### src/rtl/vfs_pkg.sv
package vfs_pkg;
  typedef enum logic [1:0] {
    SEQ_IDLE   = 2'd0,
    SEQ_ACTIVE = 2'd1,
    SEQ_SCAN   = 2'd2,
    SEQ_SHIFT  = 2'd3
  } seqState_t;

  typedef struct packed {
    logic scanClear;
    logic scanStep;
    logic loadEnd;
  } dpCtl_t;
endpackage

### src/rtl/vfs_metric_scan.sv
module vfs_metric_scan #(
  parameter int NUM_STATES = 8,
  parameter int METRIC_W   = 8,
  localparam int STATE_W   = $clog2(NUM_STATES)
) (
  input  logic                clk,
  input  logic                rstN,
  input  vfs_pkg::dpCtl_t     ctl,
  input  logic [STATE_W-1:0]  endState,
  input  logic [METRIC_W-1:0] metricData,
  output logic [STATE_W-1:0]  metricAddr,
  output logic                scanLast,
  output logic [STATE_W-1:0]  tbState
);
  localparam logic [STATE_W-1:0] LAST_IDX = STATE_W'(NUM_STATES - 1);

  logic [STATE_W-1:0]  scanIdx;
  logic [STATE_W-1:0]  bestIdx;
  logic [METRIC_W-1:0] bestMetric;
  logic                takeNew;

  assign metricAddr = scanIdx;
  assign scanLast   = (scanIdx == LAST_IDX);
  // strict less-than keeps the earlier (lower) index on a tie
  assign takeNew    = (scanIdx == '0) || (metricData < bestMetric);

  always_ff @(posedge clk) begin
    if (!rstN) begin
      scanIdx    <= '0;
      bestIdx    <= '0;
      bestMetric <= '0;
      tbState    <= '0;
    end else begin
      if (ctl.scanClear) scanIdx <= '0;
      if (ctl.loadEnd) tbState <= endState;
      if (ctl.scanStep) begin
        if (takeNew) begin
          bestMetric <= metricData;
          bestIdx    <= scanIdx;
        end
        if (scanLast) tbState <= takeNew ? scanIdx : bestIdx;
        scanIdx <= scanIdx + 1'b1;
      end
    end
  end
endmodule

### src/rtl/vfs_ctrl.sv
module vfs_ctrl #(
  parameter int CNT_W    = 8,
  parameter int TB_DEPTH = 6,
  localparam int DEPTH_W = $clog2(TB_DEPTH + 1)
) (
  input  logic             clk,
  input  logic             rstN,
  input  logic             start,
  input  logic             decEn,
  input  logic             eqEn,
  input  logic             flushEn,
  input  logic             flushPolicy,
  input  logic [CNT_W-1:0] blockLen,
  input  logic             symValid,
  input  logic             scanLast,
  output logic             symReady,
  output vfs_pkg::dpCtl_t  ctl,
  output logic [1:0]       mode,
  output logic             shiftValid,
  output logic             reEncStb,
  output logic             berStb,
  output logic             done
);
  import vfs_pkg::*;

  localparam logic [DEPTH_W-1:0] DEPTH_LOAD = DEPTH_W'(TB_DEPTH);

  seqState_t        state;
  logic [CNT_W-1:0]   symCnt;
  logic [DEPTH_W-1:0] shiftLeft;
  logic forceFlush, cfgOk, accept, lastSym, goFlush;

  assign cfgOk      = decEn ^ eqEn;
  assign forceFlush = flushEn && !decEn && !eqEn;
  assign symReady   = (state == SEQ_ACTIVE) && !forceFlush;
  assign accept     = symReady && symValid;
  assign lastSym    = accept && (symCnt == CNT_W'(1));
  assign goFlush    = (state == SEQ_ACTIVE) &&
                      (forceFlush || symCnt == '0 || lastSym);
  assign shiftValid = (state == SEQ_SHIFT);
  assign reEncStb   = accept || shiftValid;
  assign mode       = (state == SEQ_IDLE)   ? 2'd0 :
                      (state == SEQ_ACTIVE) ? 2'd1 : 2'd2;

  always_comb begin
    ctl.scanClear = goFlush && flushPolicy;
    ctl.loadEnd   = goFlush && !flushPolicy;
    ctl.scanStep  = (state == SEQ_SCAN);
  end

  always_ff @(posedge clk) begin
    if (!rstN) begin
      state     <= SEQ_IDLE;
      symCnt    <= '0;
      shiftLeft <= '0;
      berStb    <= 1'b0;
      done      <= 1'b0;
    end else begin
      berStb <= reEncStb;
      done   <= 1'b0;
      unique case (state)
        SEQ_IDLE:
          if (start && cfgOk) begin
            state  <= SEQ_ACTIVE;
            symCnt <= blockLen;
          end
        SEQ_ACTIVE: begin
          if (accept) symCnt <= symCnt - 1'b1;
          if (goFlush) begin
            if (flushPolicy) state <= SEQ_SCAN;
            else begin
              state     <= SEQ_SHIFT;
              shiftLeft <= DEPTH_LOAD;
            end
          end
        end
        SEQ_SCAN:
          if (scanLast) begin
            state     <= SEQ_SHIFT;
            shiftLeft <= DEPTH_LOAD;
          end
        SEQ_SHIFT: begin
          shiftLeft <= shiftLeft - 1'b1;
          if (shiftLeft == DEPTH_W'(1)) begin
            state <= SEQ_IDLE;
            done  <= 1'b1;
          end
        end
        default: state <= SEQ_IDLE;
      endcase
    end
  end
endmodule

### src/rtl/viterbi_flush_seq.sv
module viterbi_flush_seq #(
  parameter int NUM_STATES = 8,
  parameter int METRIC_W   = 8,
  parameter int CNT_W      = 8,
  parameter int TB_DEPTH   = 6,
  localparam int STATE_W   = $clog2(NUM_STATES)
) (
  input  logic                clk,
  input  logic                rstN,
  input  logic                start,
  input  logic                decEn,
  input  logic                eqEn,
  input  logic                flushEn,
  input  logic                flushPolicy,
  input  logic [STATE_W-1:0]  endState,
  input  logic [CNT_W-1:0]    blockLen,
  input  logic                symValid,
  output logic                symReady,
  output logic [STATE_W-1:0]  metricAddr,
  input  logic [METRIC_W-1:0] metricData,
  output logic [1:0]          mode,
  output logic [STATE_W-1:0]  tbState,
  output logic                shiftValid,
  output logic                reEncStb,
  output logic                berStb,
  output logic                done
);
  vfs_pkg::dpCtl_t ctl;
  logic scanLast;

  vfs_ctrl #(.CNT_W(CNT_W), .TB_DEPTH(TB_DEPTH)) uCtrl (
    .clk(clk), .rstN(rstN), .start(start), .decEn(decEn), .eqEn(eqEn),
    .flushEn(flushEn), .flushPolicy(flushPolicy), .blockLen(blockLen),
    .symValid(symValid), .scanLast(scanLast), .symReady(symReady),
    .ctl(ctl), .mode(mode), .shiftValid(shiftValid), .reEncStb(reEncStb),
    .berStb(berStb), .done(done)
  );

  vfs_metric_scan #(.NUM_STATES(NUM_STATES), .METRIC_W(METRIC_W)) uScan (
    .clk(clk), .rstN(rstN), .ctl(ctl), .endState(endState),
    .metricData(metricData), .metricAddr(metricAddr), .scanLast(scanLast),
    .tbState(tbState)
  );
endmodule

### config.mk
export PLATFORM = sky130hd
export DESIGN_NAME = viterbi_flush_seq
export DESIGN_NICKNAME = d
export VERILOG_FILES = /design/src/rtl/vfs_pkg.sv /design/src/rtl/vfs_metric_scan.sv /design/src/rtl/vfs_ctrl.sv /design/src/rtl/viterbi_flush_seq.sv
export SDC_FILE = /design/constraint.sdc
export NUM_CORES = 1
export LEC_CHECK = 0
export ABC_AREA = 0
export BUFFER_PORTS_ARGS = -buffer_cell sky130_fd_sc_hd__buf_4
export CORE_MARGIN = 2
export CORE_UTILIZATION = 50
export DETAILED_ROUTE_END_ITERATION = 12
export PLACE_DENSITY = 0.83
export SLEW_MARGIN = 40
export SYNTH_ARGS = -nofsm -noshare
export SYNTH_HDL_FRONTEND = slang
export SYNTH_HIERARCHICAL = 1
export SYNTH_SLANG_ARGS = --single-unit
### constraint.sdc
create_clock -name clk -period 2.4 [get_ports clk]
set_input_delay 0.48 -clock clk [delete_from_list [all_inputs] [get_ports clk]]
set_output_delay 0.48 -clock clk [all_outputs]
set_load 0.05 [all_outputs]
* After elaboration in Yosys (flattened, before gate mapping)
Cells that the tools add are included.
** Word-level totals
- Register bits :: 32
- Latch bits :: 0
- Memory bits (writable) :: 0
- Memory bits (read-only) :: 0
- Input port bits :: 27
- Output and inout bits :: 13
- Logic and storage cells :: 76
- Memories :: 0
** Operators by class
- $add $sub $neg :: 3
- Multipliers :: 0
- Div/mod/pow operators :: 0
- Magnitude comparators :: 1
- Equal/unequal tests :: 12
- Shift-type cells :: 0
- Muxes and demuxes :: 22
- Bitwise logic cells :: 1
- Reduce and logical (&&, ||, !) cells :: 28
** Operators with widths (count)
- $mux 3 :: 9
- $mux 8 :: 2
- $pmux 8 s2 :: 1
- $mux 2 :: 6
- $logic_and 1x1->1 :: 9
- $pmux 3 s3 :: 1
- $eq 8x1->1 const B :: 1
- $logic_not 8->1 :: 1
- $lt 8x8->1 :: 1
- $pmux 2 s4 :: 1
- $reduce_and 4->1 :: 2
- $sub 8x1->8 const B :: 1
- $ne 2x1->1 const B :: 3
- $ne 2x2->1 const B :: 3
- $eq 2x2->1 const B :: 2
- $logic_not 1->1 :: 4
- $logic_or 1x1->1 :: 4
- $reduce_and 2->1 :: 2
- $reduce_bool 2->1 :: 2
- $add 3x1->3 const B :: 1
- $eq 3x1->1 const B :: 1
- $eq 3x3->1 const B :: 1
- $logic_not 3->1 :: 1
- $reduce_and 3->1 :: 1
- 6 further kinds :: 7

* Longest topological paths before layout
- Depth after elaboration :: 13
- Mapped depth :: 10
- Gate-level depth less buffers :: 10

* Cells and area by module
The synthesis kept the hierarchy.
** By module, submodules not included
- vfs_ctrl :: times used 1, cells an instance 133, area each 1126.1 um^2, sequential area each 300.3 um^2
- vfs_metric_scan :: times used 1, cells an instance 117, area each 1008.5 um^2, sequential area each 340.3 um^2

* Worst setup path after synthesis
OpenSTA, ideal clock, no wires.
- Kind :: reg-to-output
- Start point :: reg uCtrl.state[1]
- End point :: out mode[1]
- Arrival time :: 1.646 ns
- Data required time :: 1.920 ns
- Slack :: 0.274 ns
- Stages on the path, launching flop included :: 6
- Path buffers :: 2
- Path through :: dfxtp_1 inv_1 ha_1 buf_6 clkbuf_1 nor2_1
** Between the ends
- Longest elaborated chain between the ends :: 3
- Elaborated cells on any way between the ends :: 4
- Classes of those cells :: eq/ne: 1; mux: 2; reduce/logical: 1
** RTL lines
- start, declared :: line vfs_ctrl.sv:28 : seqState_t state;
- start signal, assigned :: line vfs_ctrl.sv:53 : state <= SEQ_IDLE;
- start signal, assigned :: line vfs_ctrl.sv:64 : state <= SEQ_ACTIVE;
- start signal, assigned :: line vfs_ctrl.sv:70 : if (flushPolicy) state <= SEQ_SCAN;
- $eq 2x1->1 :: line vfs_ctrl.sv:43 : (state == SEQ_ACTIVE) ? 2'd1 : 2'd2;
- $mux 2 :: line vfs_ctrl.sv:43
- $mux 2 (*) :: line vfs_ctrl.sv:42 : assign mode = (state == SEQ_IDLE) ? 2'd0 :
- end, declared :: line viterbi_flush_seq.sv:21 : output logic [1:0] mode,
Mark *: on every way between the ends. The rest lies on a longest branch, timed or not.

* Worst setup path after layout
- Start point :: reg uCtrl.state[1]
- End point :: out reEncStb
** Between the ends
- Longest elaborated chain between the ends :: 4
- Elaborated cells on any way between the ends :: 5
- Classes of those cells :: eq/ne: 2; reduce/logical: 3
** RTL lines
- $eq 2x1->1 :: line vfs_ctrl.sv:35 : assign symReady = (state == SEQ_ACTIVE) && !forceFlush;
- $logic_and 1x1->1 :: line vfs_ctrl.sv:35
- $logic_and 1x1->1 :: line vfs_ctrl.sv:36 : assign accept = symReady && symValid;
- $logic_or 1x1->1 (*) :: line vfs_ctrl.sv:41 : assign reEncStb = accept || shiftValid;
- end, declared :: line viterbi_flush_seq.sv:24 : output logic reEncStb,
Marks and branches as above.

==> flow_metrics.env <==
export IMPL_wirelength_um=4610
export IMPL_nets=339
export IMPL_fp_dieH_um=69.3
export IMPL_r2r_cells=9
export IMPL_ys_ff_latch=32
export IMPL_place_area_um2=2470
export IMPL_final_cell_mix="buf_4 (44), nand2_1 (36), dfxtp_1 (32), inv_1 (24), ha_1 (20)"
export IMPL_grt_pass1_wl_um=7800
export IMPL_core_rowCount=23
export IMPL_criticalPathCategory="register to output port"
export IMPL_cts_resized_gates=0
export IMPL_syn_inst=250
export IMPL_outcome="completed"
export IMPL_max_slew_margin_pct=67.0
export IMPL_hp_class="input port to register"
export IMPL_end_kind="output port"
export IMPL_drv_cap=0
export IMPL_synth_cell_type_count=53
export IMPL_arrival_ns=1.72
export IMPL_post_cts_buffers=0
export IMPL_final_setup_worst_slack_ns=0.196
export IMPL_grt_usage_pct=19.6
export IMPL_ant_nets=0
export IMPL_nFillCells=353
export IMPL_route_vias_total=1886
export IMPL_cts_root_buf="clkbuf_8"
export IMPL_synthArstFlopShare_pct=0
export IMPL_tightestPinTransition_ns=0.490
export IMPL_critPathLaunchType="register"
export IMPL_num_antenna_cells=0
export IMPL_drc=0
export IMPL_syn2layout_area_growth_pct=21.0
export IMPL_grt_max_degree=45
export IMPL_cts_htree_levels=2
export IMPL_setup_viol=0
export IMPL_preCtsSetupSlack_ns=0.187
export IMPL_cp_endpoint="reEncStb"
export IMPL_cp_startpoint="uCtrl/state[1]"
export IMPL_io_pins=40
export IMPL_first_pass_iters=4
export IMPL_hold_viol=0
export IMPL_cellPowerDensity_nw_per_um2=1120
export IMPL_p_leak_uw=0.00107
export IMPL_wl_per_cell_um=13.4
export IMPL_avgViaCountPerCell=5.50
export IMPL_syn_num_nets=297
export IMPL_antenna_found_initial=0
export IMPL_cp_data_required_time_ns=1.92
export IMPL_drive_gt1_share_pct=22.5
export IMPL_reg2reg_to="uScan/tbState[0]"
export IMPL_syn_area_per_cell_um2=8.54
export IMPL_cts_hold_buf=0
export IMPL_grt_pass1_vias=1751
export IMPL_fp_dieW_um=69.3
export IMPL_skew_ns=0.00529
export IMPL_max_vdd_ir_drop_mv=0.618
export IMPL_grt_ovfl_total=0
export IMPL_start_util_pct=52.6
export IMPL_clk_pin_slew_worst_paths_ns=0.07
export IMPL_rsz0062_at_grt="false"
export IMPL_drt_initial_drc_count=121
export IMPL_synth_top_flop_cell="dfxtp_1"
export IMPL_min_path_cells=3
export IMPL_cts_inserted_buffers=5
export IMPL_cts_tree="built"
export IMPL_clk_latency_ns=0.29
export IMPL_routabilityCongestion=0.785
export IMPL_clock_sinks=32
export IMPL_final_area_um2=2580
export IMPL_cp_max_fo=10
export IMPL_slew_viol_final=0
export IMPL_ys_seq_area_share_pct=30.0
export IMPL_coreArea_um2=4060
export IMPL_fin_setup_tns_ns=0
export IMPL_layout_commonest_cell="buf_4"
export IMPL_period_needed_ns=2.20
export IMPL_rrSetupSlack_ns=0.31
export IMPL_die_area_um2=4810
export IMPL_regToRegStartpoint="uCtrl/symCnt[4]"
export IMPL_period_share_pct=91.8
export IMPL_power_total_uw=2890
export IMPL_yosys_warnings=6
export IMPL_dp_hpwl_um=3330
export IMPL_clock_path_buffers=2
export IMPL_fmax_ghz=0.454
export IMPL_synth_area_um2=2130
export IMPL_synth_edf_count=0
export IMPL_portBuffers=39
==> metrics by stage <==
stage | hold slack, ns | std cells | utilization, %
2_1_floorplan | 0.435 | 250 | -
3_3_place_gp | 0.442 | 335 | 60.9
3_5_place_dp | 0.451 | 335 | 60.9
4_1_cts | 0.442 | 343 | 63.6
5_1_grt | 0.450 | 343 | 63.6
6_report | 0.453 | 343 | 63.6
==> worst min path at each step <==
| stage | startpoint | to | slack, ns |
|---|---|---|---|
| final | metricData[6] | uScan/bestMetric[6] | 0.45 |
| after global routing | metricData[1] | uScan/bestMetric[1] | 0.45 |
| after CTS | metricData[7] | uScan/bestMetric[7] | 0.44 |
| after detailed placement | uScan/bestIdx[1] | uScan/bestIdx[1] | 0.45 |
| after global placement | uScan/bestMetric[5] | uScan/bestMetric[5] | 0.44 |
| after floorplan | uScan/bestMetric[1] | uScan/bestMetric[1] | 0.43 |
==> cell usage after synthesis (4+ instances only) <==
cell,n,area share [%]
dfxtp_1,32,30
inv_1,24,4.2
o21ai_0,6,1.4
mux2i_1,18,8.4
nand2b_1,4,1.2
a21oi_1,9,2.1
clkbuf_1,6,1.1
nor3_1,5,1.2
a211oi_1,4,1.4
ha_1,20,12
nand2_1,36,6.3
o31ai_1,4,1.4
nor2b_1,6,1.8
nor2_1,11,1.9
nand3_1,5,1.2
==> where the power goes <==
part	switching, uW	total (uW)	internal [uW]
Clock	220	527	307
Sequential	120	784	664
Combinational	922	1580	656
Total	1260	2890	1630
==> per-layer routing <==
layer  wire length, um  track usage [%]  vias up  share of wire [%]
met2              2250             32.2       24                 49
met5                 0                0        -                  0
met4                89             7.19        0                1.9
li1                  -                -      968                  -
met3               114             4.51        7                2.5
met1              2160             25.2      887                 47
==> cell type report <==
cell class / instances / area, um2 / area share (%)
clock buffer: 5 / 68.8 / 2.66
tap: 50 / 62.6 / 2.42
multi-input combinational: 185 / 1350 / 52.2
timing repair buffer: 44 / 330 / 12.8
sequential: 32 / 641 / 24.8
inverter: 24 / 90.1 / 3.49
clock inverter: 3 / 42.5 / 1.65
==> sequential cells by signal (all words and copies together) (netlist names) <==
signal	flops
uCtrl/berStb	1
uCtrl/done	1
uCtrl/shiftLeft	3
uCtrl/state	2
uCtrl/symCnt	8
uScan/bestIdx	3
uScan/bestMetric	8
uScan/metricAddr	3
uScan/tbState	3
==> cell families after synthesis <==
kind of cell / Yosys count / share of synthesized area [%]
and+or+nand+nor: 89 / 21.5
DFF: 32 / 30.0
AOI/OAI and AO/OA: 56 / 20.6
adders and majority gates: 20 / 11.7
muxes: 19 / 8.97
buffers and inverters: 33 / 6.86
xor gates and xnor gates: 1 / 0.410
==> worst max-delay path, stage by stage, from the launching register on <==
cell	delay (ns)
dfxtp_1	0.36
inv_1	0.12
ha_1	0.37
nand2_1	0.15
o21bai_1	0.20
buf_4	0.23
Power figures use the tool's default switching activity.
